`config.mk`:
```
export PLATFORM = sky130hd
export DESIGN_NAME = twm_ctrl
export DESIGN_NICKNAME = d
export VERILOG_FILES = /design/src/rtl/twm_pkg.sv /design/src/rtl/twm_regs.sv /design/src/rtl/twm_seq.sv /design/src/rtl/twm_status.sv /design/src/rtl/twm_ctrl.sv
export SDC_FILE = /design/constraint.sdc
export NUM_CORES = 1
export LEC_CHECK = 0
export BUFFER_PORTS_ARGS = -buffer_cell sky130_fd_sc_hd__buf_2
export CAP_MARGIN = 15
export CORE_MARGIN = 2
export CORE_UTILIZATION = 48
export DETAILED_ROUTE_END_ITERATION = 8
export GPL_ROUTABILITY_DRIVEN = 0
export PLACE_DENSITY = 0.75
export SYNTH_ARGS = -nofsm -noshare
export SYNTH_HDL_FRONTEND = slang
export SYNTH_SLANG_ARGS = --single-unit
export TNS_END_PERCENT = 30
```
`constraint.sdc`:
```
create_clock -name clk -period 2.2 [get_ports clk]
set_input_delay 0.33 -clock clk [delete_from_list [all_inputs] [get_ports clk]]
set_output_delay 0.33 -clock clk [all_outputs]
set_load 0.05 [all_outputs]
```
`src/rtl/twm_pkg.sv`:
```
// Package: shared constants and types of the two-wire master controller.
// Assumes 8-bit register and bus bytes.
package twm_pkg;

    localparam int DATA_W     = 8;
    localparam int START_BITS = 3;   // bit-times from start command to status
    localparam int BYTE_BITS  = 9;   // bit-times from byte command to status

    // control register bit positions
    localparam int CB_EN  = 0;
    localparam int CB_STA = 1;
    localparam int CB_STO = 2;
    localparam int CB_ACK = 3;
    localparam int CB_IRQ = 7;

    // status codes
    localparam logic [7:0] ST_START   = 8'h08;
    localparam logic [7:0] ST_RSTART  = 8'h10;
    localparam logic [7:0] ST_WA_ACK  = 8'h18;
    localparam logic [7:0] ST_WA_NACK = 8'h20;
    localparam logic [7:0] ST_WD_ACK  = 8'h28;
    localparam logic [7:0] ST_WD_NACK = 8'h30;
    localparam logic [7:0] ST_RA_ACK  = 8'h40;
    localparam logic [7:0] ST_RA_NACK = 8'h48;
    localparam logic [7:0] ST_RD_ACK  = 8'h50;
    localparam logic [7:0] ST_RD_NACK = 8'h58;
    localparam logic [7:0] ST_IDLE    = 8'hF8;

    typedef enum logic [2:0] {
        EV_NONE  = 3'd0,
        EV_ADDR  = 3'd1,
        EV_WRITE = 3'd2,
        EV_READ  = 3'd3,
        EV_STOP  = 3'd4
    } twm_evt_e;

endpackage

```
`src/rtl/twm_regs.sv`:
```
// Module: control register with edge detection.
// Holds enable, start, stop and acknowledge-enable. It turns each control write
// into single-cycle command pulses that act in the same cycle as the write.
// Assumes the data-register write and the control write never coincide
// (one shared write port).
module twm_regs
    import twm_pkg::*;
(
    input  logic              clk,
    input  logic              rst_n,
    input  logic              wr_en,
    input  logic              wr_sel,
    input  logic [DATA_W-1:0] wr_data,
    input  logic              irq_q,
    output logic              en_q,
    output logic              sta_q,
    output logic              sto_q,
    output logic              ack_en_q,
    output logic              ack_en_nxt,
    output logic              dis_p,
    output logic              sta_rise_p,
    output logic              sto_rise_p,
    output logic              irq_clr_p,
    output logic              step_p,
    output logic              data_wr_p
);

    logic ctrl_wr;
    logic live;
    logic unused_bits;

    assign unused_bits = ^wr_data[6:4];

    // decode command pulses from the current write and the stored bits
    always_comb begin
        ctrl_wr    = wr_en && !wr_sel;
        data_wr_p  = wr_en && wr_sel;
        live       = ctrl_wr && wr_data[CB_EN];
        dis_p      = ctrl_wr && en_q && !wr_data[CB_EN];
        sta_rise_p = live && !sta_q && wr_data[CB_STA];
        sto_rise_p = live && !sto_q && wr_data[CB_STO];
        irq_clr_p  = live && irq_q && wr_data[CB_IRQ];
        step_p     = irq_clr_p && !wr_data[CB_STA] && !wr_data[CB_STO];
        ack_en_nxt = live ? wr_data[CB_ACK] : ack_en_q;
    end

    // store the control bits; a disable clears them, other disabled writes keep them
    always_ff @(posedge clk) begin
        if (!rst_n) begin
            en_q     <= 1'b0;
            sta_q    <= 1'b0;
            sto_q    <= 1'b0;
            ack_en_q <= 1'b0;
        end else if (ctrl_wr) begin
            en_q <= wr_data[CB_EN];
            if (live) begin
                sta_q    <= wr_data[CB_STA];
                sto_q    <= wr_data[CB_STO];
                ack_en_q <= wr_data[CB_ACK];
            end else if (dis_p) begin
                sta_q    <= 1'b0;
                sto_q    <= 1'b0;
                ack_en_q <= 1'b0;
            end
        end
    end

endmodule

```
`src/rtl/twm_seq.sv`:
```
// Module: transaction sequencer.
// Tracks start-active, address-sent and the read/write permission flags.
// Emits the combinational peer event and selects the status code to post.
// Assumes the peer answers acknowledge and read data in the event cycle.
module twm_seq
    import twm_pkg::*;
(
    input  logic              clk,
    input  logic              rst_n,
    input  logic              dis_p,
    input  logic              sta_rise_p,
    input  logic              sto_rise_p,
    input  logic              step_p,
    input  logic              data_wr_p,
    input  logic [DATA_W-1:0] wr_data,
    input  logic              ack_en_nxt,
    input  logic              peer_ack,
    input  logic [DATA_W-1:0] peer_rdata,
    output logic              evt_valid,
    output twm_evt_e          evt_kind,
    output logic [DATA_W-1:0] evt_addr,
    output logic [DATA_W-1:0] evt_data,
    output logic              evt_ack,
    output logic [DATA_W-1:0] data_q,
    output logic              post_p,
    output logic [7:0]        post_code,
    output logic              post_long
);

    logic              start_act;
    logic              addr_sent;
    logic              rd_perm;
    logic              wr_perm;
    logic [DATA_W-1:0] peer_addr;

    logic is_read;
    logic addr_step;
    logic data_go;
    logic stop_evt;

    // classify the step requested this cycle
    always_comb begin
        is_read   = peer_addr[0];
        addr_step = step_p && !addr_sent;
        data_go   = step_p && addr_sent && (is_read ? rd_perm : wr_perm);
        stop_evt  = sto_rise_p && start_act;
    end

    // build the peer event
    always_comb begin
        evt_valid = stop_evt || addr_step || data_go;
        evt_kind  = EV_NONE;
        if (stop_evt)       evt_kind = EV_STOP;
        else if (addr_step) evt_kind = EV_ADDR;
        else if (data_go)   evt_kind = is_read ? EV_READ : EV_WRITE;
        evt_addr = addr_step ? data_q : peer_addr;
        evt_data = (data_go && !is_read) ? data_q : '0;
        evt_ack  = data_go && is_read && ack_en_nxt;
    end

    // choose the status code and its delay class
    always_comb begin
        post_p    = sta_rise_p || addr_step || data_go;
        post_long = !sta_rise_p;
        post_code = ST_IDLE;
        if (sta_rise_p)
            post_code = start_act ? ST_RSTART : ST_START;
        else if (addr_step)
            post_code = data_q[0] ? (peer_ack ? ST_RA_ACK : ST_RA_NACK)
                                  : (peer_ack ? ST_WA_ACK : ST_WA_NACK);
        else if (data_go)
            post_code = is_read ? (ack_en_nxt ? ST_RD_ACK : ST_RD_NACK)
                                : (peer_ack ? ST_WD_ACK : ST_WD_NACK);
    end

    // update the transaction state and the data register
    always_ff @(posedge clk) begin
        if (!rst_n || dis_p) begin
            start_act <= 1'b0;
            addr_sent <= 1'b0;
            rd_perm   <= 1'b0;
            wr_perm   <= 1'b0;
            peer_addr <= '0;
            data_q    <= '1;
        end else begin
            if (data_wr_p) begin
                data_q  <= wr_data;
                wr_perm <= 1'b1;
            end
            if (sto_rise_p) begin
                start_act <= 1'b0;
                addr_sent <= 1'b0;
                rd_perm   <= 1'b0;
                wr_perm   <= 1'b0;
            end
            if (sta_rise_p) begin
                start_act <= 1'b1;
                addr_sent <= 1'b0;
                rd_perm   <= 1'b0;
                wr_perm   <= 1'b0;
                peer_addr <= '0;
            end
            if (step_p) begin
                wr_perm <= 1'b0;
                if (addr_step) begin
                    addr_sent <= 1'b1;
                    peer_addr <= data_q;
                    if (data_q[0]) rd_perm <= 1'b1;
                end
                if (data_go && is_read) data_q <= peer_rdata;
            end
        end
    end

endmodule

```
`src/rtl/twm_status.sv`:
```
// Module: delayed status poster and interrupt flag.
// Holds one pending status with a down-counter and posts it, raising the flag,
// when the count runs out. A new post replaces a pending one; a disable
// cancels it. Assumes BIT_CYCLES >= 1.
module twm_status
    import twm_pkg::*;
#(
    parameter int BIT_CYCLES = 10
)(
    input  logic       clk,
    input  logic       rst_n,
    input  logic       post_p,
    input  logic [7:0] post_code,
    input  logic       post_long,
    input  logic       dis_p,
    input  logic       irq_clr_p,
    output logic [7:0] status_q,
    output logic       irq_q,
    output logic       pend_q
);

    localparam int LONG_CYC  = BYTE_BITS * BIT_CYCLES;
    localparam int SHORT_CYC = START_BITS * BIT_CYCLES;
    localparam int CW        = $clog2(LONG_CYC + 1);

    logic [CW-1:0] cnt_q;
    logic [7:0]    code_q;

    // load, count down and post the pending status
    always_ff @(posedge clk) begin
        if (!rst_n || dis_p) begin
            pend_q   <= 1'b0;
            cnt_q    <= '0;
            code_q   <= ST_IDLE;
            status_q <= ST_IDLE;
            irq_q    <= 1'b0;
        end else begin
            if (irq_clr_p) irq_q <= 1'b0;
            if (post_p) begin
                pend_q <= 1'b1;
                code_q <= post_code;
                cnt_q  <= post_long ? CW'(LONG_CYC - 1) : CW'(SHORT_CYC - 1);
            end else if (pend_q) begin
                if (cnt_q == '0) begin
                    pend_q   <= 1'b0;
                    status_q <= code_q;
                    irq_q    <= 1'b1;
                end else begin
                    cnt_q <= cnt_q - 1'b1;
                end
            end
        end
    end

endmodule

```
`src/rtl/twm_ctrl.sv`:
```
// Module: two-wire bus master transaction controller (top).
// Ties together the control register, the transaction sequencer and the
// delayed status poster. One bit-time is BIT_CYCLES clock cycles.
module twm_ctrl
    import twm_pkg::*;
#(
    parameter int BIT_CYCLES = 10
)(
    input  logic       clk,
    input  logic       rst_n,
    input  logic       wr_en,
    input  logic       wr_sel,
    input  logic [7:0] wr_data,
    output logic       ctl_en,
    output logic       ctl_start,
    output logic       ctl_stop,
    output logic       ctl_ack_en,
    output logic       irq,
    output logic [7:0] data_q,
    output logic [7:0] status_q,
    output logic       evt_valid,
    output logic [2:0] evt_kind,
    output logic [7:0] evt_addr,
    output logic [7:0] evt_data,
    output logic       evt_ack,
    input  logic       peer_ack,
    input  logic [7:0] peer_rdata
);

    logic       ack_en_nxt;
    logic       dis_p;
    logic       sta_rise_p;
    logic       sto_rise_p;
    logic       irq_clr_p;
    logic       step_p;
    logic       data_wr_p;
    logic       post_p;
    logic [7:0] post_code;
    logic       post_long;
    logic       pend_q;
    twm_evt_e   kind_e;

    assign evt_kind = kind_e;

    twm_regs u_regs (
        .clk        (clk),
        .rst_n      (rst_n),
        .wr_en      (wr_en),
        .wr_sel     (wr_sel),
        .wr_data    (wr_data),
        .irq_q      (irq),
        .en_q       (ctl_en),
        .sta_q      (ctl_start),
        .sto_q      (ctl_stop),
        .ack_en_q   (ctl_ack_en),
        .ack_en_nxt (ack_en_nxt),
        .dis_p      (dis_p),
        .sta_rise_p (sta_rise_p),
        .sto_rise_p (sto_rise_p),
        .irq_clr_p  (irq_clr_p),
        .step_p     (step_p),
        .data_wr_p  (data_wr_p)
    );

    twm_seq u_seq (
        .clk        (clk),
        .rst_n      (rst_n),
        .dis_p      (dis_p),
        .sta_rise_p (sta_rise_p),
        .sto_rise_p (sto_rise_p),
        .step_p     (step_p),
        .data_wr_p  (data_wr_p),
        .wr_data    (wr_data),
        .ack_en_nxt (ack_en_nxt),
        .peer_ack   (peer_ack),
        .peer_rdata (peer_rdata),
        .evt_valid  (evt_valid),
        .evt_kind   (kind_e),
        .evt_addr   (evt_addr),
        .evt_data   (evt_data),
        .evt_ack    (evt_ack),
        .data_q     (data_q),
        .post_p     (post_p),
        .post_code  (post_code),
        .post_long  (post_long)
    );

    twm_status #(.BIT_CYCLES(BIT_CYCLES)) u_status (
        .clk       (clk),
        .rst_n     (rst_n),
        .post_p    (post_p),
        .post_code (post_code),
        .post_long (post_long),
        .dis_p     (dis_p),
        .irq_clr_p (irq_clr_p),
        .status_q  (status_q),
        .irq_q     (irq),
        .pend_q    (pend_q)
    );

endmodule

```
-- Yosys cells after proc, flatten, opt, wreduce, memory -nomap -nowiden
Cells that the tools add are included.
- register bits after elaboration: 49
- output and inout port bits: 42
- equal/unequal tests: 1
- bitwise logic cells: 1
- muxes and demuxes: 50
- reductions and logical operators: 42
- add/subtract/negate cells: 1
- operators by type and width (kind ; number):
    2-to-1 mux 8 bit ; 13
    2-to-1 mux 7 bit ; 4
    2-to-1 mux 1 bit ; 25
    logical AND 1 bit ; 20
    2-to-1 mux 5 bit ; 2
    logical NOT 1 bit ; 9
    2-to-1 mux 3 bit ; 3
    2-to-1 mux 4 bit ; 2
    logical NOT 7 bit ; 1
    subtractor 7 x 1 -> 7 bit (second input constant) ; 1
    2-to-1 mux 6 bit ; 1
    nonzero test 2 bit ; 3
    logical OR 1 bit ; 5
    AND reduction 2 bit ; 2
    OR reduction 4 bit ; 1
    AND reduction 3 bit ; 1
    inequality test 2 bit (second input constant) ; 1
    inverter 1 bit ; 1

-- Logic depth before layout (Yosys ltp)
- depth after elaboration: 12
- depth in mapped cells: 6
- mapped depth without buffers: 6

-- Hierarchy
Synthesis repeated with hierarchy kept, for this count alone.
- cell total of the unflattened synthesis: 299
- area, all modules: 2529.9 µm²
- modules (own cells, without submodules) (module ; times used ; seq. area each (µm²) ; area each (µm²) ; cells an instance):
    twm_seq ; 1 ; 400.4 ; 1231.2 ; 158
    twm_status ; 1 ; 500.5 ; 1074.8 ; 114
    twm_regs ; 1 ; 80.1 ; 224.0 ; 27

-- Worst setup path after synthesis
OpenSTA, ideal clock, no wires.
- kind: reg2out
- start: register u_status.irq_q
- end: output port evt_ack
- data arrival time: 2.121 ns
- required time: 1.870 ns
- slack: -0.251 ns
- cell stages (with the launch flop): 5
- buffers on the path: 1
- cells stage by stage: dfxtp_1 > nor3b_4 > nand3_1 > clkbuf_1 > nor2b_1
- cells in the longest elaborated chain, start to end: 8
- ends and longest elaborated chain (element ; line ; text):
    from (decl) ; twm_status.sv:18 ; output logic irq_q,
    from (signal assigned) ; twm_status.sv:36 ; irq_q <= 1'b0;
    from (signal assigned) ; twm_status.sv:38 ; if (irq_clr_p) irq_q <= 1'b0;
    from (signal assigned) ; twm_status.sv:47 ; irq_q <= 1'b1;
    logical AND 1 bit (2 in series) ; twm_regs.sv:42 ; irq_clr_p = live && irq_q && wr_data[CB_IRQ];
    logical AND 1 bit (2 in series) ; twm_regs.sv:43 ; step_p = irq_clr_p && !wr_data[CB_STA] && !wr_data[CB_STO];
    logical AND 1 bit (2 in series) ; twm_seq.sv:45 ; data_go = step_p && addr_sent && (is_read ? rd_perm : wr_perm);
    logical AND 1 bit (2 in series) ; twm_seq.sv:58 ; evt_ack = data_go && is_read && ack_en_nxt;
    to (decl) ; twm_ctrl.sv:25 ; output logic evt_ack,
Every way passes these cells.

-- Final worst setup path
- start: register u_seq.peer_addr[0]
- end: output port evt_valid
- cells in the longest elaborated chain, start to end: 3
- ends and longest elaborated chain (element ; line ; text):
    from (decl) ; twm_seq.sv:34 ; logic [DATA_W-1:0] peer_addr;
    from (signal assigned) ; twm_seq.sv:107 ; peer_addr <= data_q;
    2-to-1 mux 1 bit ; twm_seq.sv:45 ;
    logical AND 1 bit ; twm_seq.sv:45 ;
    logical OR 1 bit ; twm_seq.sv:51 ; evt_valid = stop_evt || addr_step || data_go;
    to (decl) ; twm_ctrl.sv:21 ; output logic evt_valid,
Every way passes these cells.

==> flow_summary.toml <==
[run_status]
status = "finished, final reports clean"

[route]
routedWlPerCell_um = 14.0
first_pass_iters = 4
drc = 0
viasPerCell = 5.42
ant_nets = 0
routed_wl_um = 5050
num_vias = 1957
drtIter0Drc = 124

[cells_and_area]
area_growth_pct = 21.1
num_antenna_cells = 0
final_cell_mix = "buf_2, dfxtp_1, nor2_1"
final_common_cell = "buf_2"
drive_gt1_share_pct = 32.0
final_net_count = 333
design_area_um2 = 2650

[place]
portBuffers = 59
place_hpwl_um = 3720
placed_area_um2 = 2550
place_ws_ns = 0.158

[global_routing]
grt_antenna_before_repair = 0
track_usage_pct = 20.8
grt.overflow.total = 0
grt_pass1_vias = 1809
grt_max_degree = 25
grt_first_pass_wirelength_um = 8310

[clock_network]
clock_sinks = 43
postCtsHoldBufs = 0
cts_max_level = 2
clk-insertion-delay-late_ns = 0.30
numCtsBuffers = 5
path_clk_slew_ns = 0.08
cts_tree = "built"
clock_path_buffers = 2
clockRootBuffer = "clkbuf_8"

[pwr]
p_per_area_nw_per_um2 = 577
peakVddDrop_v = 0.000424
p_leak_nw = 1.28

[floorplanning]
die_w_um = 71.5
die_area_um2 = 5110
io_pins = 63
rows = 24
die_h_um = 71.5
start_util_pct = 49.9
core_um2 = 4380

[synthesis]
ys_types = 53
synth_edf_count = 0
synth.top_cells.by_area = "dfxtp_1, mux2_2, nor2_1, nor2b_1, mux2i_1"
synth.top_cell.area_share_pct = 39.4
synthCells = 243
yosys_warnings = 0
synth_area_um2 = 2190
synth-seq-cells = 43
syn_avg_cell_area_um2 = 9.00
async_flop_share_pct = 0
yosysTopAreaCell = "dfxtp_1"
seq_area_frac_synth_pct = 39.4
synthFlopType = "dfxtp_1"

[sta]
hold_viol_final = 0
slew_violations = 0
setup_viol = 0
fin_crit_sh_pct = 96.1
tns_ns = 0
setup_ws_ns = 0.0861
rsz0062_at_grt = "yes"
max_freq_mhz = 473
clock_skew_ns = 0.00495
final.min_clock_period_ns = 2.11

[critical_path]
critPathArrivalTime_ns = 1.78
path_max_fanout = 10
end_kind = "output port"
crit_path_start_kind = "flop"
criticalPathCategory = "flop to output port"
required_ns = 1.87

[min_path]
hp-class = "input port to flop"

[job]
max-cap-violations = 0
[report_power, final]
group	switching [mW]	internal (mW)
registers	0.0211	0.800
clock network	0.269	0.217
logic	0.141	0.0777
[path summary, 6_finish.rpt]
check                startpoint                  to  slack (ns)  depth (start not counted)
max reg2reg   u_status.cnt_q[0]   u_status.cnt_q[1]        0.35                          6
min reg2reg  u_status.code_q[7]  u_status.code_q[7]        0.46                          1
min               peer_rdata[1]     u_seq.data_q[1]        0.29                          3
max          u_seq.peer_addr[0]           evt_valid        0.09                          4
[metrics by stage]
stage | cells | util (%) | hold slack [ns] | power [mW]
2_1_floorplan | 245 | - | 0.427 | 0.994
3_3_place_gp | 352 | 58.1 | 0.436 | 1.06
3_5_place_dp | 352 | 58.1 | 0.449 | 1.06
4_1_cts | 361 | 60.2 | 0.296 | 1.54
5_1_grt | 361 | 60.4 | 0.303 | 1.60
6_report | 361 | 60.4 | 0.294 | 1.53
[routing by layer]
| metal | wire length, µm | global-route usage [%] | vias to the layer above | part of all wire [%] |
|---|---|---|---|---|
| li1 | - | - | 977 | - |
| met3 | 272 | 3.38 | 7 | 5.4 |
| met1 | 2250 | 27.4 | 913 | 45 |
| met2 | 2430 | 33.4 | 60 | 48 |
| met4 | 99 | 9.85 | 0 | 2.0 |
| met5 | 0 | 0 | - | 0 |
[logic make-up (layout without fill, tap and decap cells)]
group / Yosys count / count (layout) / synth area share [%]
AND/OR/NAND/NOR: 109 / 109 / 29.1
adder cells (fa/ha/maj): 4 / 4 / 2.29
buffers and inverters: 21 / 85 / 5.15
XOR/XNOR: 1 / 1 / 0.401
flip-flops: 43 / 43 / 39.4
other: 1 / 3 / 0.172
multiplexers: 19 / 19 / 9.50
AO/OA/AOI/OAI: 45 / 45 / 14.0
[area by class of cell]
| class | instances | area [µm²] |
|---|---|---|
| fillers | 394 | 1740 |
| multi-input cells | 181 | 1220 |
| flip-flops and latches | 43 | 862 |
| repair buffers | 71 | 392 |
| clock buffers | 5 | 68.8 |
| well taps | 52 | 65.1 |
| inverters | 6 | 22.5 |
| clock inverters | 3 | 15.0 |
[critical path: stages, from the launching register on]
cell,delay [ns]
dfxtp_1,0.45
mux2_4,0.35
o211ai_4,0.34
o21ai_1,0.12
buf_2,0.23
[Yosys cell counts (all sizes together) (4+ instances only)]
master / n
a21oi: 11
and2: 10
and3: 12
buf: 10
clkbuf: 5
dfxtp: 43
ha: 4
inv: 6
mux2: 11
mux2i: 8
nand2: 15
nand2b: 4
nand3: 10
nor2: 26
nor2b: 15
nor3: 4
o21ai: 11
[flip-flops by register name (all words and copies together) (netlist names), 5 cells and up]
register,flops
u_status.cnt_q,7
u_seq.data_q,8
u_status.code_q,5
u_seq.peer_addr,8
u_status.status_q,5
[repair_timing]
action / in CTS / in global routing
endpoints found under the hold margin: 0 / 0
endpoints found under the setup margin: 8 / 17
setup buffers: 1 / 0
resized for setup: 0 / 3
cloned: 0 / 0
(Power assumes the default switching activity.)
